$ cat config.mk
export PLATFORM = sky130hd
export DESIGN_NAME = dc_daisy_resolver
export DESIGN_NICKNAME = d
export VERILOG_FILES = /design/src/rtl/dc_pkg.sv /design/src/rtl/dc_status_bank.sv /design/src/rtl/dc_chain_eval.sv /design/src/rtl/dc_daisy_resolver.sv
export SDC_FILE = /design/constraint.sdc
export NUM_CORES = 1
export LEC_CHECK = 0
export ABC_AREA = 0
export BUFFER_PORTS_ARGS = -buffer_cell sky130_fd_sc_hd__buf_2
export CAP_MARGIN = 20
export CORE_MARGIN = 5
export CORE_UTILIZATION = 40
export CTS_CLUSTER_DIAMETER = 100
export DETAILED_ROUTE_END_ITERATION = 8
export GPL_TIMING_DRIVEN = 0
export MAX_ROUTING_LAYER = met4
export SLEW_MARGIN = 0
export SYNTH_ARGS = -nofsm -noshare
export SYNTH_HDL_FRONTEND = slang
export SYNTH_HIERARCHICAL = 1
export SYNTH_SLANG_ARGS = --single-unit
$ cat constraint.sdc
create_clock -name clk -period 3.8 [get_ports clk]
set_clock_uncertainty 0.2 [all_clocks]
set_input_delay 0.38 -clock clk [delete_from_list [all_inputs] [get_ports clk]]
set_output_delay 0.38 -clock clk [all_outputs]
set_load 0.005 [all_outputs]
$ cat src/rtl/dc_pkg.sv
package dc_pkg;
  typedef struct packed {
    logic in_svc;
    logic req;
  } dev_stat_t;
endpackage

$ cat src/rtl/dc_status_bank.sv
module dc_status_bank
  import dc_pkg::*;
#(
  parameter int N_DEV = 8,
  parameter int IDX_W = 3
) (
  input  logic                  clk,
  input  logic                  rst_n,
  input  logic                  upd_vld,
  input  logic [IDX_W-1:0]      upd_idx,
  input  dev_stat_t             upd_st,
  input  logic                  clr_all,
  output dev_stat_t [N_DEV-1:0] st_view,
  output logic                  stat_chg
);
  dev_stat_t [N_DEV-1:0] st_q;
  dev_stat_t [N_DEV-1:0] st_d;
  logic                  st_en;
  logic                  idx_ok;

  assign idx_ok = (32'(upd_idx) < N_DEV);

  always_comb begin
    stat_chg = 1'b0;
    if (upd_vld && idx_ok && !clr_all)
      stat_chg = (st_q[upd_idx] != upd_st);
  end

  always_comb begin
    st_d = st_q;
    if (clr_all)
      st_d = '0;
    else if (stat_chg)
      st_d[upd_idx] = upd_st;
  end

  assign st_en   = clr_all | stat_chg;
  assign st_view = st_d;

  always_ff @(posedge clk or negedge rst_n) begin
    if (!rst_n)
      st_q <= '0;
    else if (st_en)
      st_q <= st_d;
  end
endmodule

$ cat src/rtl/dc_chain_eval.sv
module dc_chain_eval
  import dc_pkg::*;
#(
  parameter int N_DEV = 8,
  parameter int IDX_W = 3
) (
  input  dev_stat_t [N_DEV-1:0] st,
  output logic                  req_vld,
  output logic [IDX_W-1:0]      req_idx,
  output logic                  svc_vld,
  output logic [IDX_W-1:0]      svc_idx
);
  always_comb begin
    req_vld = 1'b0;
    req_idx = '0;
    svc_vld = 1'b0;
    svc_idx = '0;
    for (int d = 0; d < N_DEV; d++) begin
      if (st[d].in_svc) begin
        req_vld = 1'b0;
        req_idx = '0;
        svc_vld = 1'b1;
        svc_idx = IDX_W'(d);
      end
      if (st[d].req) begin
        req_vld = 1'b1;
        req_idx = IDX_W'(d);
      end
    end
  end
endmodule

$ cat src/rtl/dc_daisy_resolver.sv
module dc_daisy_resolver
  import dc_pkg::*;
#(
  parameter int N_DEV = 8,
  localparam int IDX_W = (N_DEV > 1) ? $clog2(N_DEV) : 1
) (
  input  logic             clk,
  input  logic             rst_n,
  input  logic             upd_vld,
  input  logic [IDX_W-1:0] upd_idx,
  input  logic [1:0]       upd_st,
  input  logic             clr_all,
  input  logic             ack,
  output logic             req_vld,
  output logic [IDX_W-1:0] req_idx,
  output logic             svc_vld,
  output logic [IDX_W-1:0] svc_idx,
  output logic             int_pend
);
  dev_stat_t [N_DEV-1:0] st_view;
  logic                  stat_chg;
  logic                  ev_req_vld, ev_svc_vld;
  logic [IDX_W-1:0]      ev_req_idx, ev_svc_idx;

  logic                  req_vld_d, svc_vld_d, pend_d, out_en;
  logic [IDX_W-1:0]      req_idx_d, svc_idx_d;

  dc_status_bank #(.N_DEV(N_DEV), .IDX_W(IDX_W)) u_bank (
    .clk      (clk),
    .rst_n    (rst_n),
    .upd_vld  (upd_vld),
    .upd_idx  (upd_idx),
    .upd_st   (dev_stat_t'(upd_st)),
    .clr_all  (clr_all),
    .st_view  (st_view),
    .stat_chg (stat_chg)
  );

  dc_chain_eval #(.N_DEV(N_DEV), .IDX_W(IDX_W)) u_eval (
    .st      (st_view),
    .req_vld (ev_req_vld),
    .req_idx (ev_req_idx),
    .svc_vld (ev_svc_vld),
    .svc_idx (ev_svc_idx)
  );

  always_comb begin
    req_vld_d = req_vld;
    req_idx_d = req_idx;
    svc_vld_d = svc_vld;
    svc_idx_d = svc_idx;
    if (clr_all) begin
      req_vld_d = 1'b0;
      req_idx_d = '0;
      svc_vld_d = 1'b0;
      svc_idx_d = '0;
    end else if (stat_chg) begin
      req_vld_d = ev_req_vld;
      req_idx_d = ev_req_idx;
      svc_vld_d = ev_svc_vld;
      svc_idx_d = ev_svc_idx;
    end else if (ack) begin
      req_vld_d = 1'b0;
      req_idx_d = '0;
    end
    pend_d = req_vld_d;
  end

  assign out_en = clr_all | stat_chg | ack;

  always_ff @(posedge clk or negedge rst_n) begin
    if (!rst_n) begin
      req_vld  <= 1'b0;
      req_idx  <= '0;
      svc_vld  <= 1'b0;
      svc_idx  <= '0;
      int_pend <= 1'b0;
    end else if (out_en) begin
      req_vld  <= req_vld_d;
      req_idx  <= req_idx_d;
      svc_vld  <= svc_vld_d;
      svc_idx  <= svc_idx_d;
      int_pend <= pend_d;
    end
  end
endmodule

== Word-level counts from Yosys, hierarchy flattened ==
Index checks and enable logic that the tools add are counted.

* Order comparisons: 2
* Multiplexer cells: 61
* Divide/modulo/power cells: 0
* Eq/ne operators: 1
* Shift operators: 0
* Reductions and logical operators: 7
* Add/sub/neg operators: 0
* Bitwise logic cells: 2
* $mul: 0

{| class="wikitable"
|+ Operators with widths
! cell !! count
|-
| $mux 3 || 16
|-
| $mux 1 || 32
|-
| $mux 16 || 2
|-
| $bwmux 16 || 1
|-
| $mux 2 || 8
|-
| $bmux 2 s3 || 1
|-
| $demux 2 s3 || 1
|-
| $lt 3x4->1 const B || 1
|-
| $reduce_and 2->1 || 2
|-
| $ge 3x1->1 const B || 1
|-
| $reduce_bool 3->1 || 1
|-
| $logic_and 1x1->1 || 2
|-
| $ne 2x2->1 || 1
|-
| $or 1x1->1 || 2
|-
| $reduce_bool 2->1 || 1
|-
| $logic_not 1->1 || 1
|}

* Word-level logic and storage cells: 93
* RAM bits: 0
* Bits in read-only memories: 0
* Bits in registers: 24
* Memories: 0
* Latch bits: 0

== Longest topological paths before layout ==
Gate-level depths: netlist (run 1).

* Depth after elaboration: 24
* Gate-level depth with buffers: 15
* Depth with buffers taken out: 12

== Modules after synthesis ==
The synthesis (run 1) kept the hierarchy.

{| class="wikitable"
|+ Modules (own cells, without submodules)
! module !! area each (µm²) !! instances !! cells each
|-
| dc_status_bank || 1059.8 || 1 || 135
|-
| dc_daisy_resolver || 326.6 || 1 || 25
|-
| dc_chain_eval || 190.2 || 1 || 29
|}

== Worst setup path before layout (run 1) ==
No wires, ideal clock.

* Path kind: input to register
* Start: input port upd_idx[0]
* End: register int_pend
* Path slack: 837 ps
* Stages: 13
* Data arrival time: 2642 ps
* Cell sequence: buf_6 -> mux2i_1 -> o22ai_1 -> or3_1 -> and4_1 -> buf_6 -> or3_1 -> a21oi_1 -> nor2_2 -> o21ai_2 -> nand2_2 -> or2_1 -> a32o_1

{| class="wikitable"
|+ RTL lines
! what !! line !! text
|-
| from (decl) || dc_daisy_resolver.sv:10 || <nowiki>input logic [IDX_W-1:0] upd_idx,</nowiki>
|-
| to (signal assigned) || dc_daisy_resolver.sv:83 || <nowiki>int_pend <= pend_d;</nowiki>
|-
| to (decl) || dc_daisy_resolver.sv:18 || <nowiki>output logic int_pend</nowiki>
|}

==> flow_summary.toml, run 1 <==
[status]
status = "complete, no violations"

[pwr]
p_int_uw = 354
swShare_pct = 25.8
p_per_area_nw_per_um2 = 270
vdd_ir_drop_max_mv = 0.142
leakage_nw = 0.793
p_total_uw = 477
power_frac_seq_pct = 54.5
power_frac_comb_pct = 15.5
clockPowerShare_pct = 30.0
switching_power_uw = 123

[yosys]
synth_cell_types = 38
synthCells = 189
yosysSeqAreaShare_pct = 38.1
ys_seq_elements = 24
yosys.area.top_type = "dfrtp_1"
synth_nets = 199
yosysTopAreaCellShare_pct = 38.1
ys_warn_count = 6
synthTopCellsByArea = "dfrtp_1 (38%), mux2i_1 (8.9%), a21oi_1 (8.3%)"
synthTopCellsByCount = "a21oi_1 (26), dfrtp_1 (24), nor2_1 (18), nand3_1 (16), mux2i_1 (14)"
async_flop_share_pct = 100
synth_ff_type = "dfrtp_1"
postSynthAreaPerCell_um2 = 8.34
synth_edf_count = 0
synth_most_common_cell = "a21oi_1"
syn-cell-area_um2 = 1580

[route]
ant_nets = 0
drt-initial-drc-count = 97
vias = 1479
wl_um = 4010
dr.pass1.iters = 5
avgRoutedWirePerCell_um = 15.6
remaining_drc_errors = 0
post_drt_via_cell_ratio = 5.75

[worst_hold_path]
hp-class = "in -> reg"
hp-start = "clr_all"
min_to = "svc_idx[2]"
worstHoldPathCells = 2

[global_route]
antenna_found_initial = 0
grt_start_max_net_pins = 25
grt_util_all_layers_pct = 17.1
grt.overflow.total = 0
grt_pass1_vias = 1510
grt_pass1_wl_um = 6900

[layout]
final_cells = 257
drive_gt1_share_pct = 18.2
antenna_cells = 0
nets = 221
finish.utilization_pct = 47.2
syn_to_final_growth_pct = 12.1

[placed_design]
pre_cts_ws_ns = 0.359
port_buffers = 16
dp_hpwl_um = 3210
gp_congestion = 0.892
dp_cells = 253

[floorplan]
fp.dieH_um = 72.8
fp.dieW_um = 72.8
start_util_pct = 42.1
dieArea_um2 = 5300
coreArea_um2 = 3740
ioPinCount = 19
fp-row-count = 22

[critical_path]
crit_required_ns = 3.75
r2r-end = "int_pend"
critPathMaxStageDelay_ns = 0.38
critPathKind = "in -> reg"
critPathMaxFanout = 10
path_cells = "buf_2 > buf_6 > mux2i_1 > o22ai_1 > or3_1 > and4_1 > buf_6 > or3_1 > a21oi_1 > nor2_2 > nand2_2 > a31oi_1 > or2_1 > a32o_1"
rr_worst_depth = 12
startpoint = "upd_idx[0]"
reg2reg_from = "u_bank/st_q[9]"
ff2ff_setup_slack_ns = 0.68
worst_path_dominant_cell_family = "simple AND/OR/NAND/NOR gates"
cpMaxStageDelayCell = "or3_1"
path_buf_inv = 3
worstPathArrival_ns = 3.13
end_kind = "register"
cp-start-kind = "input port"

[sta]
period_minus_slack_ns = 3.18
finalMaxSlewViolations = 0
rsz0062_at_grt = "false"
slew_headroom_pct = 65.5
tightestPinTransition_ns = 0.517
setup_tns_ns = 0
setup_violations = 0
fin_crit_sh_pct = 83.7
fmax_mhz = 314
layout_setup_ws_ns = 0.619
finalHoldViolCount = 0

[clocking]
ctsHtreeMaxLevel = 1
clkSinkCount = 24
clk_pin_slew_ns = 0.08
clk_root_buffer_cell = "clkbuf_8"
clock_latency_ns = 0.26
cts_buffers = 3
cts_setup_buffers = 0
cts_tree = "built"
clockBufferDepth = 2

[run]
max_cap_viol_count = 0
kinds of logic after synthesis:
group           after synthesis  share of synthesized area (%)
compound gates               60                           23.7
buf+inv                      18                           5.87
flops                        24                           38.1
mux                          14                           8.89
simple gates                 73                           23.4
registers in the layout, summed over array words and instances, names as in the netlist:
name         flops
u_bank/st_q     16
req_idx          3
svc_idx          3
int_pend         1
svc_vld          1
per-layer routing:
metal	vias to the layer above	wire length [um]	track usage, %
li1	727	-	-
met3	2	332	2.34
met1	686	1760	23.0
met5	-	0	-
met2	64	1900	25.9
met4	0	14	6.97
placed cells by master (no fill, tap or decap), drive strengths merged:
cell,n
buf,22
nand4,1
o31ai,2
nor3,2
o22ai,4
nand2,15
clkbuf,8
nor2b,3
a31oi,2
nand3,16
dfrtp,24
a32o,4
nand4b,1
o21ai,16
or2,4
and2,1
inv,7
o311ai,3
or3,3
nand3b,2
dlygate4sd3,1
nand2b,2
a21oi,28
or2b,2
nor2,20
o41ai,1
and4,1
mux2i,14
power groups by stage:
stage / clock network, mW / registers [mW] / logic [mW]
detailed placement: 0 / 0.265 / 0.0730
finish: 0.143 / 0.260 / 0.0740
global route: 0.161 / 0.260 / 0.0827
floorplan: 0 / 0.265 / 0.0476
global placement: 0 / 0.265 / 0.0720
CTS: 0.150 / 0.260 / 0.0741
worst register-to-register path, cell delays in order, from the launching register on:
cell	delay, ns
dfrtp_1	0.41
mux2i_1	0.13
o22ai_1	0.11
or3_1	0.37
and4_1	0.22
buf_6	0.13
or3_1	0.37
a21oi_1	0.33
nor2_2	0.13
nand2_2	0.11
a31oi_1	0.06
or2_1	0.22
a32o_1	0.21
cell type report:
class / count / area [um2]
fill: 406 / 1980
inverter: 7 / 26.3
buffer: 11 / 66.3
clock buffer: 3 / 41.3
timing repair buffer: 17 / 90.1
multi-input combinational: 147 / 883
tap: 48 / 60.1
sequential: 24 / 601
worst max-delay path by stage:
stage                to  slack (ns)  cells after the start
2_1_floorplan  int_pend        0.84                     13
3_3_place_gp   int_pend        0.39                     14
4_1_cts        int_pend        0.62                     14
5_1_grt        int_pend        0.49                     14
6_report       int_pend        0.62                     14
3_5_place_dp   int_pend        0.36                     14
stage by stage:
step	cell area (um2)	hold slack [ns]
2_1_floorplan	1580	-0.116
3_3_place_gp	1720	0.182
3_5_place_dp	1720	0.190
4_1_cts	1770	0.169
5_1_grt	1770	0.176
6_report	1770	0.170
timing repair:
item,CTS,global route
hold endpoints to repair,24,0
hold buffers,1,0
resized for setup,0,0
(Power assumes the default switching activity.)
==> run 2, diff against run 1 <==
==> constraint.sdc (replaced) <==
create_clock -name clk -period 2.9 [get_ports clk]
set_clock_uncertainty 0.2 [all_clocks]
set_input_delay 0.29 -clock clk [delete_from_list [all_inputs] [get_ports clk]]
set_output_delay 0.29 -clock clk [all_outputs]
set_load 0.005 [all_outputs]
==> flow_summary.toml, run 2 (synthesized netlist as in run 1, its figures left out) <==
[floorplan]
fp-row-count = 22
dieArea_um2 = 5300
start_util_pct = 42.1
coreArea_um2 = 3740
fp.dieW_um = 72.8
fp.dieH_um = 72.8
ioPinCount = 19

[pwr]
leakage_nw = 0.872
p_per_area_nw_per_um2 = 325
vdd_ir_drop_max_mv = 0.197
switching_power_uw = 174
power_frac_comb_pct = 18.2
p_int_uw = 474
clockPowerShare_pct = 29.2
swShare_pct = 26.8
power_frac_seq_pct = 52.6

[route]
wl_um = 4590
post_drt_via_cell_ratio = 5.96
avgRoutedWirePerCell_um = 17.1
vias = 1603
drt-initial-drc-count = 112
remaining_drc_errors = 0
ant_nets = 0
dr.pass1.iters = 4

[worst_hold_path]
worstHoldPathCells = 2
min_to = "svc_idx[2]"
hp-class = "in -> reg"
hp-start = "clr_all"

[layout]
fillers = 387
multiInputGateArea_um2 = 1010
largest_register_ffs = 16
regArea_um2 = 601
drive_gt1_share_pct = 32.6
final_cells = 269
largest-register = "u_bank/st_q"
syn_to_final_growth_pct = 26.3
layout_common_cells = "dfrtp_1 (24), a21oi_1 (20), nor2_1 (18)"
final_cell_area_um2 = 1990
nets = 233
layout_commonest_cell = "dfrtp_1"
antenna_cells = 0
finish.utilization_pct = 53.2
top_regs = "u_bank/st_q: 16 flops, req_idx: 3 flops, svc_idx: 3 flops"

[global_route]
grt_start_max_net_pins = 25
grt_pass1_vias = 1561
grt_util_all_layers_pct = 17.6
grt_pass1_wl_um = 7110
grt.overflow.total = 0
antenna_found_initial = 0

[clocking]
clk_root_buffer_cell = "clkbuf_8"
clock_latency_ns = 0.26
cts_tree = "built"
cts_buffers = 3
clk_pin_slew_ns = 0.08
clkSinkCount = 24
ctsHtreeMaxLevel = 1
clockBufferDepth = 2

[sta]
whs_ns = 0.0782
period_minus_slack_ns = 3.02
fmax_mhz = 331
finalHoldViolCount = 0
slew_headroom_pct = 57.6
finalMaxSlewViolations = 0
tightestPinTransition_ns = 0.635
rsz0062_at_grt = "true"
setup_violations = 6
fin_crit_sh_pct = 104
layout_setup_ws_ns = -0.124

[placed_design]
pre_cts_ws_ns = -0.451
dp_hpwl_um = 3210
port_buffers = 16
dp_cells = 253
place_area_um2 = 1720
gp_congestion = 0.892

[critical_path]
path_cells = "mux2i_1 > o22ai_2 > or3_4 > and4_4 > buf_6 > or3_4 > a21oi_4 > buf_4 > nor3_2 > a21oi_1 > o21ai_1 > a32o_1"
critPathMaxFanout = 5
r2r-end = "req_idx[0]"
rr_worst_depth = 12
cpMaxStageDelayCell = "dfrtp_1"
end_kind = "register"
critPathKind = "reg -> reg"
path_buf_inv = 2
worstPathArrival_ns = 2.97
worst_path_dominant_cell_family = "simple AND/OR/NAND/NOR gates"
reg2reg_from = "u_bank/st_q[8]"
worst_path_most_repeated_cell = "or3_4"
critPathMaxStageDelay_ns = 0.40
cp-start-kind = "register"
ff2ff_setup_slack_ns = -0.12
crit_required_ns = 2.85
startpoint = "u_bank/st_q[8]"

[status]
status = "finished with violations"
violations = "setup timing"

[run]
max_cap_viol_count = 0
## run 2: changes by cell type in the layout (fill, tap and decap cells not counted), moves of 3 or more
cell / delta
a21oi_2: +5
o311ai_1: -3
buf_4: +12
a21oi_1: -6
o21ai_2: +3
## run 2: worst reg2reg max path: cells and delay by family, from the launching register on
family | cells | cell delay, ns
AOI/OAI and AO/OA | 5 | 0.80
buffers and inverters | 2 | 0.28
DFF | 1 | 0.40
muxes | 1 | 0.21
and+or+nand+nor | 4 | 1.02
## run 2: timing repair
action,4_1_cts,5_1_grt
cloned,0,1
hold buffers,1,0
setup buffers,3,8
gates resized for setup,11,21
setup endpoints to repair,3,7
pin swaps,3,11
hold endpoints to repair,24,0
## run 2: routing by layer
layer	vias to the layer above	global-route usage (%)	wire [um]
li1	751	-	-
met1	765	22.8	1940
met2	72	27.1	2230
met3	15	3.03	274
met4	0	7.38	146
met5	-	-	0
## run 2: area by class of cell
| class | count | share of cell area, % |
|---|---|---|
| clock buffers | 3 | 2.07 |
| multi-input cells | 147 | 50.8 |
| well taps | 48 | 3.02 |
| plain buffers | 11 | 3.77 |
| repair buffers | 29 | 8.92 |
| inverters | 7 | 1.32 |
| flip-flops and latches | 24 | 30.2 |
## run 2: how the worst max path moves through the flow
stage	end	slack (ns)	cells past startpoint
after floorplan	int_pend	0.03	13
after global placement	int_pend	-0.42	14
after detailed placement	int_pend	-0.45	14
after CTS	int_pend	-0.09	13
after global routing	req_idx[1]	-0.19	13
final	req_idx[0]	-0.12	12
## run 2: power groups by stage
| stage | combinational, mW | sequential, mW | clock [mW] |
|---|---|---|---|
| finish | 0.118 | 0.341 | 0.189 |
| detailed placement | 0.0957 | 0.347 | 0 |
| global route | 0.129 | 0.341 | 0.211 |
| CTS | 0.101 | 0.341 | 0.197 |
| floorplan | 0.0624 | 0.347 | 0 |
| global placement | 0.0943 | 0.347 | 0 |
## run 2: per-stage QoR
| stage | TNS (ns) | total power [mW] |
|---|---|---|
| global placement | -1.62 | 0.442 |
| global route | -0.979 | 0.682 |
| finish | -0.437 | 0.648 |
| floorplan | 0 | 0.409 |
| CTS | -0.125 | 0.639 |
| detailed placement | -1.97 | 0.443 |
==> run 3, diff against run 2 <==
--- a/config.mk
+++ b/config.mk
@@ -9,12 +9,13 @@
 export BUFFER_PORTS_ARGS = -buffer_cell sky130_fd_sc_hd__buf_2
 export CAP_MARGIN = 20
 export CORE_MARGIN = 5
-export CORE_UTILIZATION = 40
+export CORE_UTILIZATION = 52
 export CTS_CLUSTER_DIAMETER = 100
 export DETAILED_ROUTE_END_ITERATION = 8
 export GPL_TIMING_DRIVEN = 0
 export MAX_ROUTING_LAYER = met4
-export SLEW_MARGIN = 0
+export PLACE_DENSITY = 0.75
+export SLEW_MARGIN = 10
 export SYNTH_ARGS = -nofsm -noshare
 export SYNTH_HDL_FRONTEND = slang
 export SYNTH_HIERARCHICAL = 1
==> flow_summary.toml, run 3 (synthesized netlist as in run 1, its figures left out) <==
[placed_design]
port_buffers = 16
gp_congestion = 0.980
pre_cts_ws_ns = -0.411
dp_hpwl_um = 3160

[global_route]
antenna_found_initial = 0
grt_start_max_net_pins = 25
grt.overflow.total = 0
grt_util_all_layers_pct = 22.1
grt_pass1_wl_um = 7000
grt_pass1_vias = 1496

[sta]
layout_setup_ws_ns = -0.150
fin_crit_sh_pct = 105
tightestPinTransition_ns = 0.647
period_minus_slack_ns = 3.05
finalHoldViolCount = 0
slew_headroom_pct = 56.9
finalMaxSlewViolations = 0
fmax_mhz = 328
rsz0062_at_grt = "true"
setup_violations = 4

[worst_hold_path]
worstHoldPathCells = 3
hp-class = "in -> reg"

[route]
remaining_drc_errors = 0
vias = 1586
dr.pass1.iters = 4
post_drt_via_cell_ratio = 6.37
ant_nets = 0
drt-initial-drc-count = 135
avgRoutedWirePerCell_um = 17.8
wl_um = 4430

[critical_path]
end_kind = "register"
cp.depth = 12
critPathKind = "reg -> reg"
critPathMaxFanout = 5
path_cells = "mux2i_1 > o22ai_2 > or3_4 > and4_4 > buf_6 > or3_4 > a21oi_4 > nor2_4 > nand2_2 > a31oi_1 > or2_1 > a32o_1"
worst_path_dominant_cell_family = "simple AND/OR/NAND/NOR gates"
cp-start-kind = "register"
worstPathArrival_ns = 3.07
crit_required_ns = 2.92
cpMaxStageDelayCell = "dfrtp_1"
worst_path_most_repeated_cell = "or3_4"
path_buf_inv = 1
critPathMaxStageDelay_ns = 0.44
rr_worst_depth = 12

[floorplan]
dieArea_um2 = 4230
fp.dieW_um = 65.1
fp.dieH_um = 65.1
ioPinCount = 19
fp-row-count = 20
start_util_pct = 52.9
coreArea_um2 = 2980

[status]
status = "finished with violations"
violations = "setup timing"

[layout]
largest_register_ffs = 16
finish.utilization_pct = 64.4
nets = 227
layout_common_cells = "dfrtp_1 (24), a21oi_1 (20), nor2_1 (17), buf_2 (17), nand3_1 (16)"
fillers = 256
layout_commonest_cell = "dfrtp_1"
antenna_cells = 0
top_regs = "u_bank/st_q: 16 flops, req_idx: 3 flops, svc_idx: 3 flops"
largest-register = "u_bank/st_q"
syn_to_final_growth_pct = 21.7
drive_gt1_share_pct = 29.2

[clocking]
clkSinkCount = 24
cts_buffers = 3
clock_latency_ns = 0.32
clk_root_buffer_cell = "clkbuf_4"
ctsHtreeMaxLevel = 1
clk_pin_slew_ns = 0.13
cts_tree = "built"
clockBufferDepth = 2

[pwr]
p_per_area_nw_per_um2 = 331
vdd_ir_drop_max_mv = 0.271
power_frac_comb_pct = 18.1
clockPowerShare_pct = 28.2
switching_power_uw = 178
p_int_uw = 457
leakage_nw = 0.841
power_frac_seq_pct = 53.7
swShare_pct = 28.0

[run]
max_cap_viol_count = 0
==> run 3: worst reg2reg max path, cell delays in order, from the launching register on <==
cell	delay, ns
dfrtp_1	0.44
mux2i_1	0.22
o22ai_2	0.15
or3_4	0.41
and4_4	0.18
buf_6	0.13
or3_4	0.38
a21oi_4	0.18
nor2_4	0.07
nand2_2	0.10
a31oi_1	0.05
or2_1	0.24
a32o_1	0.21
==> run 3: power groups by stage <==
stage                     logic (mW)  registers [mW]  clock network, mW
after floorplan               0.0624           0.347                  0
after global placement        0.0939           0.347                  0
after detailed placement      0.0962           0.347                  0
after CTS                      0.102           0.341              0.187
after global routing           0.125           0.342              0.208
final                          0.115           0.341              0.179
==> run 3: path summary, 6_finish.rpt <==
| kind | slack [ns] | start | end |
|---|---|---|---|
| max | -0.15 | u_bank/st_q[8] | int_pend |
| min | 0.19 | ack | int_pend |
| max reg2reg | -0.15 | u_bank/st_q[8] | int_pend |
| min reg2reg | 0.34 | svc_vld | svc_vld |
| max in group asynchronous | 1.86 | rst_n | u_bank/st_q[14] |
| min in group asynchronous | 0.27 | rst_n | u_bank/st_q[11] |
==> run 3: layout make-up <==
class	instances	area (um2)	share of cell area [%]
well taps	33	41.3	2.15
inverters	7	26.3	1.37
multi-input cells	147	1000	52.2
repair buffers	23	138	7.18
flip-flops and latches	24	601	31.3
clock buffers	4	36.3	1.89
plain buffers	11	75.1	3.91
==> run 3: per-layer routing <==
layer	routed length (um)	up-vias	global-route usage, %
met1	1870	767	27.7
met2	2220	73	37.2
met4	57	0	7.25
li1	-	738	-
met5	0	-	-
met3	278	8	2.43
==> run 3: timing repair <==
action | 4_1_cts | 5_1_grt
pin swaps | 2 | 7
resized for setup | 8 | 22
gates cloned | 0 | 1
hold buffers | 3 | 0
hold endpoints to repair | 26 | 0
buffers inserted | 1 | 2
endpoints found under the setup margin | 2 | 7
==> run 3: per-stage QoR <==
stage	hold WS (ns)	power, mW	TNS [ns]	area (um2)	cells
finish	0.187	0.636	-0.398	1920	249
CTS	0.172	0.630	-0.0675	1810	246
floorplan	-0.206	0.409	0	1580	189
global placement	0.0950	0.441	-1.44	1700	238
global route	0.166	0.675	-1.13	1920	249
detailed placement	0.114	0.443	-1.66	1700	238
